==> src/rtl/pcm_timing_pkg.sv <==
package pcm_timing_pkg;
    localparam int unsigned PCM_BITS_PER_SLOT = 8;
    localparam int unsigned PCM_BIT_IDX_W     = 3;
    localparam int unsigned PCM_MIN_SLOTS     = 4;

    typedef enum logic {
        RATE_SINGLE = 1'b0,
        RATE_DOUBLE = 1'b1
    } pcm_rate_e;

    typedef enum logic {
        SYNC_ON_RISE = 1'b0,
        SYNC_ON_FALL = 1'b1
    } pcm_sync_edge_e;
endpackage

==> src/rtl/pcm_sync_sampler.sv <==
module pcm_sync_sampler
    import pcm_timing_pkg::*;
(
    input  logic clk,
    input  logic rst_n,
    input  logic dclk_rise,
    input  logic dclk_fall,
    input  logic sync_on_fall,
    input  logic fsync,
    output logic hit
);
    typedef struct packed {
        logic last;
    } smp_t;

    smp_t smp_d, smp_q;
    logic sample_en;
    pcm_sync_edge_e edge_sel;

    always_comb begin
        edge_sel  = pcm_sync_edge_e'(sync_on_fall);
        sample_en = (edge_sel == SYNC_ON_FALL) ? dclk_fall : dclk_rise;
        smp_d     = smp_q;
        if (sample_en) begin
            smp_d.last = fsync;
        end
        hit = sample_en && fsync && !smp_q.last;
    end

    always_ff @(posedge clk or negedge rst_n) begin
        if (!rst_n) begin
            smp_q <= '0;
        end else begin
            smp_q <= smp_d;
        end
    end


    sync_single_chk: assert property (@(posedge clk) disable iff (!rst_n)
        hit |=> !hit);
endmodule

==> src/rtl/pcm_bit_pacer.sv <==
module pcm_bit_pacer
    import pcm_timing_pkg::*;
(
    input  logic clk,
    input  logic rst_n,
    input  logic dclk_rise,
    input  logic double_rate,
    input  logic hit,
    output logic adv
);
    typedef struct packed {
        logic phase;
    } pace_t;

    pace_t pace_d, pace_q;
    pcm_rate_e rate;

    always_comb begin
        rate   = pcm_rate_e'(double_rate);
        pace_d = pace_q;
        adv    = 1'b0;
        if (hit) begin
            pace_d.phase = 1'b0;
        end else if (dclk_rise) begin
            if (rate == RATE_DOUBLE) begin
                adv          = pace_q.phase;
                pace_d.phase = ~pace_q.phase;
            end else begin
                adv          = 1'b1;
                pace_d.phase = 1'b0;
            end
        end
    end

    always_ff @(posedge clk or negedge rst_n) begin
        if (!rst_n) begin
            pace_q <= '0;
        end else begin
            pace_q <= pace_d;
        end
    end


    double_pace_chk: assert property (@(posedge clk) disable iff (!rst_n)
        (double_rate && adv) |-> !$past(adv));
endmodule

==> src/rtl/pcm_dir_counter.sv <==
module pcm_dir_counter
    import pcm_timing_pkg::*;
#(
    parameter int unsigned CNT_W = 10,
    localparam int unsigned TOT_W  = CNT_W + 1,
    localparam int unsigned SLOT_W = CNT_W - PCM_BIT_IDX_W
) (
    input  logic                     clk,
    input  logic                     rst_n,
    input  logic                     hit,
    input  logic                     adv,
    input  logic [TOT_W-1:0]         frame_bits,
    input  logic [CNT_W-1:0]         offset,
    output logic [SLOT_W-1:0]        slot,
    output logic [PCM_BIT_IDX_W-1:0] bit_idx,
    output logic                     strobe,
    output logic                     frame_start
);
    typedef struct packed {
        logic [CNT_W-1:0] cnt;
        logic             strobe;
        logic             fs;
    } dir_t;

    dir_t dir_d, dir_q;
    logic [TOT_W-1:0] nxt_wide;
    logic [TOT_W-1:0] load_wide;
    logic [CNT_W-1:0] wrapped;
    logic [CNT_W-1:0] load_val;

    always_comb begin
        nxt_wide  = {1'b0, dir_q.cnt} + TOT_W'(1);
        wrapped   = (nxt_wide >= frame_bits) ? '0 : nxt_wide[CNT_W-1:0];
        load_wide = frame_bits - {1'b0, offset};
        if ((offset == '0) || ({1'b0, offset} >= frame_bits)) begin
            load_val = '0;
        end else begin
            load_val = load_wide[CNT_W-1:0];
        end

        dir_d        = dir_q;
        dir_d.strobe = 1'b0;
        dir_d.fs     = 1'b0;
        if (hit) begin
            dir_d.cnt    = load_val;
            dir_d.strobe = 1'b1;
            dir_d.fs     = (load_val == '0);
        end else if (adv) begin
            dir_d.cnt    = wrapped;
            dir_d.strobe = 1'b1;
            dir_d.fs     = (wrapped == '0);
        end
    end

    always_ff @(posedge clk or negedge rst_n) begin
        if (!rst_n) begin
            dir_q <= '0;
        end else begin
            dir_q <= dir_d;
        end
    end

    assign slot        = dir_q.cnt[CNT_W-1:PCM_BIT_IDX_W];
    assign bit_idx     = dir_q.cnt[PCM_BIT_IDX_W-1:0];
    assign strobe      = dir_q.strobe;
    assign frame_start = dir_q.fs;


    frame_zero_chk: assert property (@(posedge clk) disable iff (!rst_n)
        frame_start |-> (slot == '0 && bit_idx == '0 && strobe));


    hold_pos_chk: assert property (@(posedge clk) disable iff (!rst_n)
        !strobe |-> $stable(dir_q.cnt));


    fs_pulse_chk: assert property (@(posedge clk) disable iff (!rst_n)
        frame_start |=> !frame_start);
endmodule

==> src/rtl/pcm_slot_timer.sv <==
module pcm_slot_timer
    import pcm_timing_pkg::*;
#(
    parameter int unsigned MAX_SLOTS = 128,
    localparam int unsigned CFG_W  = $clog2(MAX_SLOTS + 1),
    localparam int unsigned CNT_W  = $clog2(MAX_SLOTS * PCM_BITS_PER_SLOT),
    localparam int unsigned TOT_W  = CNT_W + 1,
    localparam int unsigned SLOT_W = CNT_W - PCM_BIT_IDX_W
) (
    input  logic                     clk,
    input  logic                     rst_n,
    input  logic                     dclk_rise,
    input  logic                     dclk_fall,
    input  logic                     fsync,
    input  logic [CFG_W-1:0]         slots_cfg,
    input  logic                     double_rate,
    input  logic                     sync_on_fall,
    input  logic [CNT_W-1:0]         tx_offset,
    input  logic [CNT_W-1:0]         rx_offset,
    output logic [SLOT_W-1:0]        tx_slot,
    output logic [PCM_BIT_IDX_W-1:0] tx_bit,
    output logic                     tx_strobe,
    output logic                     tx_frame_start,
    output logic [SLOT_W-1:0]        rx_slot,
    output logic [PCM_BIT_IDX_W-1:0] rx_bit,
    output logic                     rx_strobe,
    output logic                     rx_frame_start
);
    localparam int unsigned NUM_DIR = 2;

    logic                     hit;
    logic                     adv;
    logic [CFG_W-1:0]         slots_c;
    logic [TOT_W-1:0]         frame_bits;
    logic [CNT_W-1:0]         off_a   [NUM_DIR];
    logic [SLOT_W-1:0]        slot_a  [NUM_DIR];
    logic [PCM_BIT_IDX_W-1:0] bit_a   [NUM_DIR];
    logic                     strb_a  [NUM_DIR];
    logic                     fs_a    [NUM_DIR];

    always_comb begin
        if (slots_cfg < CFG_W'(PCM_MIN_SLOTS)) begin
            slots_c = CFG_W'(PCM_MIN_SLOTS);
        end else if (slots_cfg > CFG_W'(MAX_SLOTS)) begin
            slots_c = CFG_W'(MAX_SLOTS);
        end else begin
            slots_c = slots_cfg;
        end
        frame_bits = TOT_W'(slots_c) * TOT_W'(PCM_BITS_PER_SLOT);
    end

    assign off_a[0] = tx_offset;
    assign off_a[1] = rx_offset;

    pcm_sync_sampler u_sync (
        .clk         (clk),
        .rst_n       (rst_n),
        .dclk_rise   (dclk_rise),
        .dclk_fall   (dclk_fall),
        .sync_on_fall(sync_on_fall),
        .fsync       (fsync),
        .hit         (hit)
    );

    pcm_bit_pacer u_pace (
        .clk        (clk),
        .rst_n      (rst_n),
        .dclk_rise  (dclk_rise),
        .double_rate(double_rate),
        .hit        (hit),
        .adv        (adv)
    );

    for (genvar g = 0; g < NUM_DIR; g++) begin : g_dir
        pcm_dir_counter #(.CNT_W(CNT_W)) u_cnt (
            .clk        (clk),
            .rst_n      (rst_n),
            .hit        (hit),
            .adv        (adv),
            .frame_bits (frame_bits),
            .offset     (off_a[g]),
            .slot       (slot_a[g]),
            .bit_idx    (bit_a[g]),
            .strobe     (strb_a[g]),
            .frame_start(fs_a[g])
        );
    end

    assign tx_slot        = slot_a[0];
    assign tx_bit         = bit_a[0];
    assign tx_strobe      = strb_a[0];
    assign tx_frame_start = fs_a[0];
    assign rx_slot        = slot_a[1];
    assign rx_bit         = bit_a[1];
    assign rx_strobe      = strb_a[1];
    assign rx_frame_start = fs_a[1];


    sync_strobe_chk: assert property (@(posedge clk) disable iff (!rst_n)
        hit |=> (tx_strobe && rx_strobe));


    sync_zero_tx_chk: assert property (@(posedge clk) disable iff (!rst_n)
        (hit && tx_offset == '0) |=> (tx_frame_start && tx_slot == '0 && tx_bit == '0));
endmodule

==> config.mk <==
export PLATFORM = sky130hd
export DESIGN_NAME = pcm_slot_timer
export DESIGN_NICKNAME = d
export VERILOG_FILES = /design/src/rtl/pcm_timing_pkg.sv /design/src/rtl/pcm_sync_sampler.sv /design/src/rtl/pcm_bit_pacer.sv /design/src/rtl/pcm_dir_counter.sv /design/src/rtl/pcm_slot_timer.sv
export SDC_FILE = /design/constraint.sdc
export NUM_CORES = 1
export LEC_CHECK = 0
export BUFFER_PORTS_ARGS = -buffer_cell sky130_fd_sc_hd__buf_2
export CAP_MARGIN = 30
export CORE_ASPECT_RATIO = 0.5
export CORE_MARGIN = 5
export CORE_UTILIZATION = 59
export CTS_BUF_LIST = sky130_fd_sc_hd__clkbuf_8
export DETAILED_ROUTE_END_ITERATION = 8
export HOLD_SLACK_MARGIN = 0.02
export PLACE_DENSITY_LB_ADDON = 0.12
export SYNTH_ARGS = -nofsm -noshare
export SYNTH_HDL_FRONTEND = slang
export SYNTH_SLANG_ARGS = --single-unit
==> constraint.sdc <==
create_clock -name clk -period 3.3 [get_ports clk]
set_input_delay 0.165 -clock clk [delete_from_list [all_inputs] [get_ports clk]]
set_output_delay 0.165 -clock clk [all_outputs]
set_load 0.005 [all_outputs]
Word level (Yosys, flattened, before mapping)
Index checks and enable logic that the tools add are counted.
- logic and storage cells: 49
- output and inout bits: 24
- register bits after elaboration: 26
- bits of input ports: 35
- bitwise logic cells: 1
- order comparisons: 6
- add/sub/neg operators: 4
- reductions and logical operators: 13
- multiplexer cells: 17
- operator list (cell ; count):
    zero test 10 bit ; 6
    2-to-1 mux 12 bit ; 4
    2-to-1 mux 10 bit ; 4
    adder 10 x 1 -> 11 bit, second input constant ; 2
    >= comparator 10 x 11 -> 1 bit ; 2
    >= comparator 11 bit ; 2
    subtractor 10 bit ; 2
    2-to-1 mux 8 bit ; 2
    greater-than comparator 8 bit, second input constant ; 1
    < comparator 8 x 3 -> 1 bit, second input constant ; 1
    2-to-1 mux 1 bit ; 7
    nonzero test 2 bit ; 2
    logical AND 1 bit ; 2
    logical OR 1 bit ; 2
    zero test 1 bit ; 1
    NOT 1 bit ; 1

Longest topological paths before layout
- depth after elaboration: 8
- gate-level depth with buffers: 13
- gate-level depth less buffers: 12

Modules after synthesis
A second synthesis with hierarchy kept.
- cell total of the unflattened synthesis: 474
- area total of the unflattened synthesis: 3821.2 um^2
- modules (own cells, without submodules) (module ; times used ; cells each ; sequential area each (um^2) ; area an instance (um^2)):
    pcm_dir_counter (g_dir[1].u_cnt) ; 1 ; 232 ; 300.3 ; 1839.3
    pcm_dir_counter (g_dir[0].u_cnt) ; 1 ; 219 ; 300.3 ; 1771.7
    pcm_slot_timer ; 1 ; 13 ; 0.0 ; 90.1
    pcm_bit_pacer ; 1 ; 6 ; 25.0 ; 66.3
    pcm_sync_sampler ; 1 ; 4 ; 25.0 ; 53.8

Worst setup path after synthesis
OpenSTA, ideal clock, no wires.
- kind: register to register
- start point: reg g_dir[0].u_cnt.dir_q, in the netlist g_dir[0].u_cnt.bit_idx[0]
- end point: reg g_dir[0].u_cnt.dir_q, in the netlist g_dir[0].u_cnt.slot[0]
- buffers on the path: 1
- arrival time: 2.863 ns
- clock period less this slack: 2.928 ns
- path slack: 0.372 ns
- data required time: 3.236 ns
- setup time: 0.064 ns
- cell stages (with the launch flop): 14
- path through: dfrtp_1 -> ha_1 -> and4_1 -> and2_1 -> nand3_1 -> xnor2_1 -> ha_1 -> o21a_1 -> o21a_1 -> o22a_1 -> nand2b_1 -> buf_2 -> o32ai_1 -> a31o_2
- longest elaborated chain between the ends: 5
- ends and longest elaborated chain (what ; line ; text):
    start, declared ; pcm_dir_counter.sv:25 ; dir_t dir_d, dir_q;
    start signal, assigned ; pcm_dir_counter.sv:59 ; dir_q <= dir_d;
    adder 10 x 1 -> 11 bit * ; pcm_dir_counter.sv:32 ; nxt_wide = {1'b0, dir_q.cnt} + TOT_W'(1);
    >= comparator 11 bit ; pcm_dir_counter.sv:33 ; wrapped = (nxt_wide >= frame_bits) ? '0 : nxt_wide[CNT_W-1:0];
    2-to-1 mux 10 bit * ; pcm_dir_counter.sv:33 ;
    2-to-1 mux 12 bit * ; pcm_dir_counter.sv:48 ; end else if (adv) begin
    2-to-1 mux 12 bit * ; pcm_dir_counter.sv:44 ; if (hit) begin
Every way passes the cells marked *; elsewhere a longest branch is shown, timed or not. The select of a mux whose other input is x is not followed.
A chain may end at the register's enable or synchronous reset.

Final worst setup path
- start point: reg g_dir[1].u_cnt.dir_q, in the netlist g_dir[1].u_cnt.bit_idx[0]
- end point: reg g_dir[1].u_cnt.dir_q, in the netlist g_dir[1].u_cnt.bit_idx[2]
- longest elaborated chain between the ends: 5
- ends and longest elaborated chain (what ; line):
    start, declared ; pcm_dir_counter.sv:25
    start signal, assigned ; pcm_dir_counter.sv:59
    adder 10 x 1 -> 11 bit * ; pcm_dir_counter.sv:32
    >= comparator 11 bit ; pcm_dir_counter.sv:33
    2-to-1 mux 10 bit * ; pcm_dir_counter.sv:33
    2-to-1 mux 12 bit * ; pcm_dir_counter.sv:48
    2-to-1 mux 12 bit * ; pcm_dir_counter.sv:44
Marks and branches as above.

==> metrics.cfg <==
[global_route]
grt_max_degree=26
gr-total-overflow=0
grt_pass1_wl_um=15600
globalRouteTotalUtil=0.278
grt_pass1_vias=3277
antenna_found_initial=0

[finish]
layout-drive-gt1-share=0.190
final_nets=538
area_delta_synth_final_pct=14.8
utilization=0.718
fin_area_sq_um=3640
n_antenna_cell=0

[clocking]
htreeDepth=1
clk_latency_ps=280
cts_sinks=25
root_buffer=clkbuf_8
clk_pin_slew_ps=100
clockBufferDepth=2
cts_made_buffers=3
cts_tree=done

[route]
final_antenna_net_count=0
vias_per_cell=6.24
drtIter0Drc=274
first_pass_iters=5
wl_per_cell_um=18.0
routed_wirelength_um=9510
drc_errors=0
via_count=3289

[power_and_ir_drop]
leakagePower_nw=1.83
vdd_drop_max_mv=0.353
total_power_mw=1.69
powerDensity_nw_per_um2=464

[sta]
final-hold-violation-count=0
skew_ps=6.44
drv_slew=0
fmax_ghz=0.322
worstMarginPinSlew_ps=904
setup_ws_ps=197
relSlewSlack=0.395
finalSetupViolCount=0
holdWs_ps=148
period_share=0.940
post-route-min-period_ps=3100

[worst_setup_path]
cp.required_ps=3500
critPathLaunchType=register
arrival_ps=3310
worst-path-max-fanout=11
worstSetupPathType=register to register
crit_path_end_kind=register

[run_status]
status=finished clean

[floorplan]
ioPinCount=59
die_h_um=61.8
chipWidth_um=114
core_sq_um=5070
die_area_sq_um=7030
floorplan.initialDensity=0.626
num_rows=18

[synth]
yosys_warnings=0
synth_area_sq_um=3170
postSynth.asyncResetShare=1.00
synth-edff-count=0
ys.flop_type=dfrtp_1
synthDistinctLibCells=67
synth.avg_cell_area_sq_um=8.03
syn_inst=395
postSynthNetCount=475
synth_seq_cells=25
yosysSeqAreaShare=0.197

[placed_design]
port_buffers=58
pre_cts_ws_ps=221
dpl_cell_area_sq_um=3550
place_congestion=0.970
post-dp-hpwl_um=7610

[run]
drv_cap=0

[worst_hold_path]
hp-class=primary input to register

## metal layers
metal / global-route usage / vias up / share of wire / wire length (um)
li1: - / 1596 / - / -
met2: 0.491 / 120 / 0.46 / 4380
met4: 0.0497 / 0 / 0.012 / 112
met1: 0.368 / 1563 / 0.45 / 4320
met5: 0 / - / 0 / 0
met3: 0.0513 / 10 / 0.073 / 698
## report_power, final
group          leakage (nW)  switching, mW  total, mW  internal [mW]
registers             0.321          0.158      0.557          0.399
logic                  1.48          0.500      0.936          0.436
clock network        0.0269          0.113      0.197         0.0838
## metrics by stage
stage                     setup TNS [ps]  cells
after floorplan                        0    395
after global placement                 0    520
after detailed placement               0    520
after CTS                              0    525
after global routing               -30.0    527
final                                  0    527
## critical path, stage by stage (launching register included)
cell	delay [ps]
dfrtp_1	470
ha_1	290
nand2_1	180
or3_1	420
nand2_1	110
ha_1	260
a211oi_1	340
and4b_1	290
o211a_2	340
a21oi_1	120
o211ai_1	210
## cells in the mapped netlist, types with 5 or more instances
master,instances,share of area
o21ai_0,20,0.032
nor3_1,9,0.014
a21o_1,8,0.019
nand2b_1,11,0.022
or3_1,5,0.0099
xnor2_1,15,0.041
a21oi_1,18,0.028
xor2_1,11,0.030
nand2_1,30,0.036
o211ai_1,6,0.014
nor2_1,19,0.022
o21a_1,6,0.014
dfrtp_1,25,0.20
nand3_1,20,0.032
nor2b_1,6,0.012
inv_1,39,0.046
ha_1,45,0.18
nor4_1,10,0.020
nand4_1,7,0.014
## timing repair
action                                 4_1_cts  5_1_grt
gates resized for setup                      0        7
setup endpoints to repair                    0       12
buffers inserted                             0        2
endpoints found under the hold margin       25        0
hold buffers                                 1        0
## flip-flops by register name, indices dropped and copies added, names as in the netlist
signal,cells
g_dir.u_cnt.bit_idx,6
g_dir.u_cnt.frame_start,2
g_dir.u_cnt.slot,14
g_dir.u_cnt.strobe,1
u_pace.pace_q,1
u_sync.smp_q,1
## cells by family after synthesis
family / after synthesis / share of synthesized area
and+or+nand+nor: 141 / 0.241
AOI/OAI and AO/OA: 106 / 0.242
buffers and inverters: 49 / 0.0612
adders and majority gates: 45 / 0.178
xor gates and xnor gates: 26 / 0.0718
DFF: 25 / 0.197
muxes: 3 / 0.00987
## layout by cell type (no fill, tap or decap), drive strengths merged, types with 3 or more instances in the layout
cell type  netlist  routed
inv             39      40
nor2b            6       6
a21o             9       9
ha              45      45
clkbuf           4       3
a21oi           19      19
o41ai            3       3
nor2            19      19
a211oi           3       3
buf              5      66
o21a             6       6
o2111ai          3       3
nor4            11      11
a221o            4       4
xnor2           15      15
a211o            4       4
or3              5       5
nand3           20      20
nor4b            3       3
o211ai           6       6
nand2           30      30
o21ai           20      20
a31oi            4       4
nand2b          11      11
nor3b            4       4
nor3            10      10
and3             4       4
xor2            11      11
dfrtp           25      25
nand4            7       7
## layout make-up
class	count	area [sq um]
Multi-Input combinational cell	321	2370
Clock inverter	1	3.75
Tap cell	70	87.6
Clock buffer	3	41.3
Sequential cell	25	628
Fill cell	436	1430
Inverter	40	150
Timing Repair Buffer	67	360
## path summary, 6_finish.rpt
check | startpoint | endpoint | slack [ps] | cells past startpoint
max | g_dir[1].u_cnt.bit_idx[0]$_DFFE_PN0P_ | g_dir[1].u_cnt.bit_idx[2]$_DFFE_PN0P_ | 200 | 10
max reg2reg | g_dir[1].u_cnt.bit_idx[0]$_DFFE_PN0P_ | g_dir[1].u_cnt.bit_idx[2]$_DFFE_PN0P_ | 200 | 10
min in group asynchronous | rst_n | g_dir[1].u_cnt.bit_idx[2]$_DFFE_PN0P_ | 430 | 2
min reg2reg | u_pace.pace_q$_DFFE_PN0P_ | u_pace.pace_q$_DFFE_PN0P_ | 550 | 2
max in group asynchronous | rst_n | g_dir[0].u_cnt.bit_idx[0]$_DFFE_PN0P_ | 2410 | 2
min | fsync | u_sync.smp_q$_DFFE_PN0P_ | 150 | 2
No activity file was read; power rests on OpenSTA's default activity.
